<file path="src/rtl/adc_sync_pkg.sv">
package adc_sync_pkg;
    typedef enum logic [1:0] {
        ST_IDLE    = 2'd0,
        ST_HOLD    = 2'd1,
        ST_RELEASE = 2'd2,
        ST_DONE    = 2'd3
    } sync_state_e;
endpackage

</file>
<file path="src/rtl/drdy_fall_det.sv">
// Two-flop synchronizer followed by a falling-edge detector.
// The fall pulse is high for one cycle.
module drdy_fall_det (
    input  logic clk,
    input  logic rst_n,
    input  logic drdy_n,
    output logic fall
);
    typedef struct packed {
        logic s1;
        logic s2;
        logic s3;
    } sync_t;

    sync_t d, q;

    always_comb begin
        d    = q;
        d.s1 = drdy_n;
        d.s2 = q.s1;
        d.s3 = q.s2;
    end

    always_ff @(posedge clk or negedge rst_n) begin
        if (!rst_n) q <= '{s1: 1'b1, s2: 1'b1, s3: 1'b1};
        else        q <= d;
    end

    assign fall = q.s3 & ~q.s2;

    assert_fall_single_R5: assert property (@(posedge clk) disable iff (!rst_n)
        fall |=> !fall);
endmodule

</file>
<file path="src/rtl/resync_timer.sv">
// Raises a trigger after PERIOD consecutive idle clocks while enabled.
module resync_timer #(
    parameter int PERIOD = 100000
) (
    input  logic clk,
    input  logic rst_n,
    input  logic en,
    input  logic busy,
    output logic tick
);
    localparam int CW = $clog2(PERIOD + 1);
    localparam logic [CW-1:0] LAST = CW'(PERIOD - 1);

    logic [CW-1:0] cnt_d, cnt_q;

    always_comb begin
        if (!en || busy || cnt_q == LAST) cnt_d = '0;
        else                              cnt_d = cnt_q + 1'b1;
    end

    always_ff @(posedge clk or negedge rst_n) begin
        if (!rst_n) cnt_q <= '0;
        else        cnt_q <= cnt_d;
    end

    assign tick = en && !busy && (cnt_q == LAST);

    assert_tick_enabled_R10: assert property (@(posedge clk) disable iff (!rst_n)
        tick |-> $past(en));
endmodule

</file>
<file path="src/rtl/sync_ctrl_fsm.sv">
// State machine that runs the hold, release and done phases.
module sync_ctrl_fsm
    import adc_sync_pkg::*;
#(
    parameter int CONV_CLKS   = 384,
    parameter int MIN_CONV    = 5,
    parameter int MAX_CONV    = 20,
    parameter int EDGE_TARGET = 5,
    parameter int CNT_W       = 13
) (
    input  logic             clk,
    input  logic             rst_n,
    input  logic             start_req,
    input  logic             tmode_in,
    input  logic [CNT_W-1:0] wait_in,
    input  logic             fall,
    input  logic             spi_sclk,
    output logic             sclk_out,
    output logic             busy,
    output logic             done,
    output logic             err
);
    localparam int MIN_CLKS = MIN_CONV * CONV_CLKS;
    localparam int MAX_CLKS = MAX_CONV * CONV_CLKS;
    localparam int EDGE_W   = $clog2(EDGE_TARGET + 1);
    localparam logic [CNT_W-1:0]  MIN_L  = CNT_W'(MIN_CLKS);
    localparam logic [CNT_W-1:0]  MAX_L  = CNT_W'(MAX_CLKS);
    localparam logic [CNT_W-1:0]  WDOG_L = CNT_W'(MAX_CLKS - 1);
    localparam logic [EDGE_W-1:0] EDGE_L = EDGE_W'(EDGE_TARGET - 1);

    typedef struct packed {
        sync_state_e       st;
        logic [CNT_W-1:0]  cnt;
        logic [EDGE_W-1:0] edges;
        logic [CNT_W-1:0]  wlen;
        logic              tmode;
        logic              err;
    } ctrl_t;

    ctrl_t d, q;

    always_comb begin
        d = q;
        unique case (q.st)
            ST_IDLE: begin
                if (start_req) begin
                    if (tmode_in && (wait_in < MIN_L || wait_in > MAX_L)) begin
                        d.err = 1'b1;
                    end else begin
                        d.st    = ST_HOLD;
                        d.cnt   = '0;
                        d.edges = '0;
                        d.wlen  = wait_in;
                        d.tmode = tmode_in;
                        d.err   = 1'b0;
                    end
                end
            end
            ST_HOLD: begin
                d.cnt = q.cnt + 1'b1;
                if (q.tmode) begin
                    if (q.cnt == q.wlen - 1'b1) d.st = ST_RELEASE;
                end else begin
                    if (fall) d.edges = q.edges + 1'b1;
                    if (fall && q.edges == EDGE_L) begin
                        d.st = ST_RELEASE;
                    end else if (q.cnt == WDOG_L) begin
                        d.st  = ST_RELEASE;
                        d.err = 1'b1;
                    end
                end
            end
            ST_RELEASE: d.st = ST_DONE;
            ST_DONE:    d.st = ST_IDLE;
            default:    d.st = ST_IDLE;
        endcase
    end

    always_ff @(posedge clk or negedge rst_n) begin
        if (!rst_n) q <= '{st: ST_IDLE, cnt: '0, edges: '0, wlen: '0, tmode: 1'b0, err: 1'b0};
        else        q <= d;
    end

    always_comb begin
        unique case (q.st)
            ST_HOLD:    sclk_out = 1'b1;
            ST_RELEASE: sclk_out = 1'b0;
            default:    sclk_out = spi_sclk;
        endcase
    end

    assign busy = (q.st != ST_IDLE);
    assign done = (q.st == ST_DONE);
    assign err  = q.err;

    assert_hold_counts_R3: assert property (@(posedge clk) disable iff (!rst_n)
        (q.st == ST_HOLD && $past(q.st == ST_HOLD)) |-> q.cnt == $past(q.cnt) + 1'b1);
    assert_timer_min_R4: assert property (@(posedge clk) disable iff (!rst_n)
        (q.st == ST_HOLD && q.tmode) |-> q.wlen >= MIN_L && q.wlen <= MAX_L);
    assert_watchdog_cap_R7: assert property (@(posedge clk) disable iff (!rst_n)
        q.st == ST_HOLD |-> q.cnt <= WDOG_L);
    assert_edge_limit_R5: assert property (@(posedge clk) disable iff (!rst_n)
        (q.st == ST_HOLD && !q.tmode) |-> q.edges <= EDGE_L);
    assert_release_then_done_R8: assert property (@(posedge clk) disable iff (!rst_n)
        q.st == ST_RELEASE |=> done);
    assert_done_pulse_R8: assert property (@(posedge clk) disable iff (!rst_n)
        done |=> !done);
endmodule

</file>
<file path="src/rtl/adc_sync_sequencer.sv">
module adc_sync_sequencer #(
    parameter int CONV_CLKS   = 384,
    parameter int MIN_CONV    = 5,
    parameter int MAX_CONV    = 20,
    parameter int EDGE_TARGET = 5,
    parameter int RESYNC_CLKS = 100000,
    parameter int WAIT_W      = $clog2(MAX_CONV * CONV_CLKS + 1)
) (
    input  logic              clk,
    input  logic              rst_n,
    input  logic              sync_req,
    input  logic              drdy_n,
    input  logic              spi_sclk,
    input  logic              mode_timer,
    input  logic [WAIT_W-1:0] wait_cfg,
    input  logic              resync_en,
    output logic              sclk_out,
    output logic              busy,
    output logic              done,
    output logic              err
);
    logic fall;
    logic tick;

    drdy_fall_det u_fall (
        .clk    (clk),
        .rst_n  (rst_n),
        .drdy_n (drdy_n),
        .fall   (fall)
    );

    resync_timer #(.PERIOD(RESYNC_CLKS)) u_resync (
        .clk   (clk),
        .rst_n (rst_n),
        .en    (resync_en),
        .busy  (busy),
        .tick  (tick)
    );

    sync_ctrl_fsm #(
        .CONV_CLKS   (CONV_CLKS),
        .MIN_CONV    (MIN_CONV),
        .MAX_CONV    (MAX_CONV),
        .EDGE_TARGET (EDGE_TARGET),
        .CNT_W       (WAIT_W)
    ) u_fsm (
        .clk       (clk),
        .rst_n     (rst_n),
        .start_req (sync_req | tick),
        .tmode_in  (mode_timer),
        .wait_in   (wait_cfg),
        .fall      (fall),
        .spi_sclk  (spi_sclk),
        .sclk_out  (sclk_out),
        .busy      (busy),
        .done      (done),
        .err       (err)
    );

    assert_busy_request_ignored_R9: assert property (@(posedge clk) disable iff (!rst_n)
        (busy && !done && sync_req) |=> busy);
    assert_done_after_busy_R8: assert property (@(posedge clk) disable iff (!rst_n)
        done |-> $past(busy));
endmodule

</file>
<file path="config.mk">
export PLATFORM = sky130hd
export DESIGN_NAME = adc_sync_sequencer
export DESIGN_NICKNAME = d
export VERILOG_FILES = /design/src/rtl/adc_sync_pkg.sv /design/src/rtl/drdy_fall_det.sv /design/src/rtl/resync_timer.sv /design/src/rtl/sync_ctrl_fsm.sv /design/src/rtl/adc_sync_sequencer.sv
export SDC_FILE = /design/constraint.sdc
export NUM_CORES = 1
export LEC_CHECK = 0
export ABC_AREA = 1
export BUFFER_PORTS_ARGS = -buffer_cell sky130_fd_sc_hd__buf_4
export CORE_ASPECT_RATIO = 1.25
export CORE_MARGIN = 3
export CORE_UTILIZATION = 55
export DETAILED_ROUTE_END_ITERATION = 8
export PLACE_DENSITY_LB_ADDON = 0.15
export SYNTH_ARGS = -nofsm -noshare
export SYNTH_HDL_FRONTEND = slang
export SYNTH_SLANG_ARGS = --single-unit
export TNS_END_PERCENT = 5
</file>
<file path="constraint.sdc">
create_clock -name clk -period 1.8 [get_ports clk]
set_clock_uncertainty 0.1 [all_clocks]
set_input_delay 0.27 -clock clk [delete_from_list [all_inputs] [get_ports clk]]
set_output_delay 0.27 -clock clk [all_outputs]
set_load 0.02 [all_outputs]
</file>
== Yosys cells after proc, flatten, opt, wreduce, memory -nomap -nowiden ==
Cells that the tools add are included.

* $lt $le $gt $ge: 2
* Bitwise operators: 4
* Mux-type cells: 17
* Add/subtract/negate cells: 4
* Equality and inequality tests: 15
* Reductions and logical operators: 17

{| class="wikitable"
|+ Operators with widths
! cell !! count
|-
| two-way mux 33 bit || 1
|-
| two-way mux 32 bit || 1
|-
| case mux 16 bit (2 select lines) || 1
|-
| adder 17 x 1 -> 17 bit, second input constant || 1
|-
| equality test 17 bit, second input constant || 1
|-
| two-way mux 17 bit || 1
|-
| adder 13 x 1 -> 13 bit, second input constant || 1
|-
| equality test 13 bit || 1
|-
| equality test 13 bit, second input constant || 1
|-
| > comparator 13 bit, second input constant || 1
|-
| less-than comparator 13 x 11 -> 1 bit, second input constant || 1
|-
| subtractor 13 x 1 -> 13 bit, second input constant || 1
|-
| AND reduction 5 bit || 2
|-
| two-way mux 2 bit || 4
|-
| case mux 2 bit (4 select lines) || 1
|-
| two-way mux 3 bit || 2
|-
| inequality test 2 x 1 -> 1 bit, second input constant || 3
|-
| inequality test 2 bit, second input constant || 3
|-
| AND reduction 3 bit || 2
|-
| equality test 2 bit, second input constant || 2
|-
| logical AND 1 bit || 4
|-
| two-way mux 1 bit || 4
|-
| inequality test 4 x 1 -> 1 bit, second input constant || 1
|-
| case mux 1 bit (2 select lines) || 2
|-
| other kinds (12) || 17
|}

* Word-level logic and storage cells: 69
* Output and inout port bits: 4
* Input bits: 20
* Register bits after elaboration: 53

== Logic depth before layout (Yosys ltp) ==
* Depth after elaboration: 7
* Gate-level depth with buffers: 15
* Depth with buffers taken out: 15

== Hierarchy ==
From an unflattened synthesis, not the netlist that was laid out.

* Cells, all modules: 481
* Area, all modules: 3429.5 µm²

{| class="wikitable"
|+ Modules (own cells, without submodules)
! module !! sequential area each (µm²) !! area each (µm²) !! times used !! cells an instance
|-
| sync_ctrl_fsm || 825.8 || 2351.0 || 1 || 344
|-
| resync_timer || 425.4 || 978.4 || 1 || 129
|-
| drdy_fall_det || 78.8 || 88.8 || 1 || 5
|-
| adc_sync_sequencer || 0.0 || 11.3 || 1 || 3
|}

== Worst setup path before layout ==
Ideal clock, no wire load.

* Path kind: reg2out
* Start: register u_fsm.q[32] (netlist bit)
* End: output port sclk_out
* Buffers on the path: 2
* Arrival: 1608 ps
* Data required time: 1430 ps
* Stages on the path, launching flop included: 7
* Path slack: -178 ps
* Path through: dfrtp_1 inv_1 ha_1 clkbuf_1 inv_1 clkbuf_1 a21oi_1

* Word-level cells in the longest chain between the ends: 2
* Elaborated cells between the ends (all ways): 3
* Those cells by class: eq/ne (2); mux (1)

{| class="wikitable"
|+ RTL lines
! item !! RTL line !! RTL
|-
| from (decl) || sync_ctrl_fsm.sv:40 || <nowiki>ctrl_t d, q;</nowiki>
|-
| from (signal assigned) || sync_ctrl_fsm.sv:80 || <nowiki>if (!rst_n) q <= '{st: ST_IDLE, cnt: '0, edges: '0, wlen: '0, tmode: 1'b0, err: 1'b0};</nowiki>
|-
| equality test 2 bit or equality test 2 x 1 -> 1 bit (tied branches) || sync_ctrl_fsm.sv:85 || <nowiki>unique case (q.st)</nowiki>
|-
| case mux 1 bit (2 select lines) (*) || sync_ctrl_fsm.sv:85 ||
|-
| to (decl) || adc_sync_sequencer.sv:17 || <nowiki>output logic sclk_out,</nowiki>
|}

Mark *: on every way between the ends. The rest lies on a longest branch, timed or not.

== Worst setup path in the final report ==
* Start: register u_fsm.q[3] (netlist bit)
* End: register u_fsm.q[31] (netlist bit)

* Word-level cells in the longest chain between the ends: 4

{| class="wikitable"
|+ RTL lines
! item !! RTL line !! RTL
|-
| subtractor 13 x 1 -> 13 bit || sync_ctrl_fsm.sv:62 || <nowiki>if (q.cnt == q.wlen - 1'b1) d.st = ST_RELEASE;</nowiki>
|-
| equality test 13 bit || sync_ctrl_fsm.sv:62 ||
|-
| inequality test 3 bit (no line) || n/a ||
|-
| AND reduction 4 bit (no line) || n/a ||
|}

Every way passes these cells.
A chain may end at the register's enable or synchronous reset.

==> results.yml <==
status:
  outcome: "finished, violations left"
  violations: "negative setup slack"
critical_path:
  startpoint_type: "register"
  crit_type: "register to register"
  r2r_start: "u_fsm.q[3]$_DFFE_PN0P_"
  r2r_cells: 15
  arrival_ps: 2060
  end_kind: "register"
  r2r-end: "u_fsm.q[31]$_DFFE_PN0P_"
  required_ps: 1930
  crit_start: "u_fsm.q[3]$_DFFE_PN0P_"
  cp-endpoint: "u_fsm.q[31]$_DFFE_PN0P_"
  critPathMaxFanout: 3
  rrSetupSlack_ps: -130
sta:
  maxSlewViolCount: 0
  holdWs_ps: 108
  tightest_slew_ps: 682
  slew_headroom_pct: 54.5
  grt_setup_unrepaired: "yes"
  min_period_over_period_pct: 107
  period_needed_ps: 1930
  clock.fmax_mhz: 517
  worst_slack_ps: -133
  setup_viol: 14
  hold_violations: 0
logic_synthesis:
  synth_area_leaders: "dfrtp_1 38%, nand2_1 13%, inv_1 7.5%, nor2_1 7.5%, nand3_1 5.0%"
  seq_area_frac_synth_pct: 40.1
  synth_edf_count: 0
  synth_top_area_share_pct: 37.7
  synth_fp_nets: 484
  syn-mean-instance-area_um2: 7.31
  synth_area_mm2: 0.00332
  yosys.cell_count.top_type: "nand2_1"
  synthTopCellsByCount: "111 x nand2_1, 66 x inv_1, 66 x nor2_1"
  yosys_register_bits: 53
  synth_async_sr_flop_share_pct: 100
  yosysWarningCount: 0
  synth.distinct_cells: 34
  synth.largest_area_cell: "dfrtp_1"
  syn_inst: 454
  ys.flop_type: "dfrtp_1"
pwr:
  power_density_mw_per_mm2: 1200
  p_leak_nw: 1.93
  p_sw_share_pct: 42.2
  p_int_w: 0.00277
  irDropWorstVdd_mv: 0.506
  clockPowerShare_pct: 14.2
  p_total_w: 0.00479
  power_frac_seq_pct: 34.2
  combPwrFrac_pct: 51.6
  switching_power_w: 0.00202
die:
  coreArea_mm2: 0.00582
  die-height_um: 92.9
  start_util_pct: 57.1
  die_width_um: 75.5
  die_area_mm2: 0.00701
  fp-row-count: 31
  ios: 24
hold_path:
  hold_depth: 3
  hold_class: "input port to register"
finish:
  n_antenna_cell: 0
  area_growth_pct: 20.7
  drive_above_1_share_pct: 20.7
  fin_nets: 545
routing:
  viasPerCell: 5.18
  routedWlPerCell_um: 12.6
  drtIter0Drc: 179
  vias: 3014
  routed_wirelength_um: 7350
  ant_nets: 0
  drc: 0
  drt_pre_antenna_iters: 4
place:
  place_congestion: 0.846
  place_hpwl_um: 5450
  io_buffers: 23
clock_network:
  numCtsBuffers: 5
  tritoncts: "built"
  clk_latency_ps: 320
  clk_pin_slew_worst_paths_ps: 110
  cts_htree_levels: 2
  cts_sinks: 53
  clock_path_buffers: 2
  clockRootBuffer: "clkbuf_8"
global_routing:
  grt_pass1_wl_um: 12300
  grt-ovfl-total: 0
  grt_pass1_vias: 2864
  antenna_found_initial: 0
  grt_usage_pct: 22.7
  grt_max_degree: 54
flow_run:
  max_cap_viol_count: 0
worst min path at each step:
stage	from	end	slack (ps)
floorplan	rst_n	u_fsm.err$_DFFE_PN0P_	-130
global placement	rst_n	u_fsm.q[7]$_DFFE_PN0P_	250
detailed placement	u_fall.d[1]$_DFF_PN1_	u_fall.d[0]$_DFF_PN1_	250
CTS	wait_cfg[5]	u_fsm.q[7]$_DFFE_PN0P_	110
global route	wait_cfg[5]	u_fsm.q[7]$_DFFE_PN0P_	110
finish	wait_cfg[5]	u_fsm.q[7]$_DFFE_PN0P_	110
power groups by stage:
stage | combinational [W] | sequential, W | clock, W
floorplan | 0.00152 | 0.00164 | 0
finish | 0.00247 | 0.00164 | 0.000683
CTS | 0.00244 | 0.00164 | 0.000695
global placement | 0.00228 | 0.00165 | 0
global route | 0.00276 | 0.00167 | 0.000745
detailed placement | 0.00234 | 0.00166 | 0
routing by layer:
metal | vias up | GRT usage (%) | part of all wire, %
li1 | 1546 | - | -
met3 | 21 | 3.04 | 2.9
met1 | 1393 | 26.3 | 41
met2 | 54 | 40.5 | 52
met5 | - | 0 | 0
met4 | 0 | 9.18 | 3.2
cells by family (layout without fill, tap and decap cells):
group | Yosys count | count (layout) | synth area share (%)
and+or+nand+nor | 246 | 246 | 32.9
buffers and inverters | 75 | 137 | 9.42
DFF | 53 | 53 | 40.1
AOI/OAI and AO/OA | 47 | 47 | 7.73
xor gates and xnor gates | 23 | 23 | 6.07
adders and majority gates | 10 | 10 | 3.77
cell usage in the layout (no fill, tap or decap), types with 3 or more instances in the layout:
cell type / n
nand3_1: 33
buf_4: 56
nand2_1: 106
nand3b_1: 3
nor2_1: 60
ha_1: 7
buf_12: 3
inv_2: 3
dfstp_2: 3
nor3_1: 9
clkinv_2: 3
nand2_2: 7
o21ai_1: 7
dfrtp_1: 50
clkbuf_8: 5
xor2_1: 16
a21oi_1: 12
o21ai_0: 19
inv_1: 64
nor2_2: 9
nor3_2: 4
xnor2_1: 7
nand4_1: 5
per-stage QoR:
| step | setup TNS [ps] | instances | setup WS (ps) | area, um2 | util, % |
|---|---|---|---|---|---|
| finish | -549 | 582 | -133 | 4010 | 68.9 |
| global route | -3820 | 582 | -330 | 4010 | 68.9 |
| CTS | -470 | 582 | -102 | 3980 | 68.3 |
| detailed placement | -886 | 570 | -115 | 3810 | 65.6 |
| global placement | -168 | 570 | -63.2 | 3810 | 65.6 |
| floorplan | -20.4 | 454 | -18.3 | 3320 | - |
area by class of cell:
cell class                      count  area [um2]
Timing Repair Buffer               61         500
Clock inverter                      3        17.5
Inverter                           68         256
Sequential cell                    53        1330
Tap cell                           66        82.6
Multi-Input combinational cell    326        1750
Fill cell                         495        1810
Clock buffer                        5        68.8
sequential cells by signal, indices dropped and copies added (netlist names):
| name | flops |
|---|---|
| u_fsm.q | 32 |
| u_fsm.err | 1 |
| u_resync.cnt_q | 17 |
| u_fall.d | 2 |
| u_fall.q | 1 |
worst max-delay path, cell delays in order, from the launching register on:
cell	delay [ps]
dfrtp_1	430
inv_2	70
ha_4	270
inv_2	30
nand2_1	40
nand2_1	50
nor2_1	90
nand3_1	70
nor2_1	110
nand3_1	90
nor2_1	110
nand3_1	100
nand2_2	100
nand2_2	60
nand2_2	80
nand2_2	40
timing repair:
item / in CTS / in global routing
endpoints found under the hold margin: 51 / 0
buffers inserted: 2 / 0
endpoints found under the setup margin: 22 / 45
resized for setup: 9 / 15
hold buffers: 2 / 0
pin swaps: 2 / 12
(Power assumes the default switching activity.)
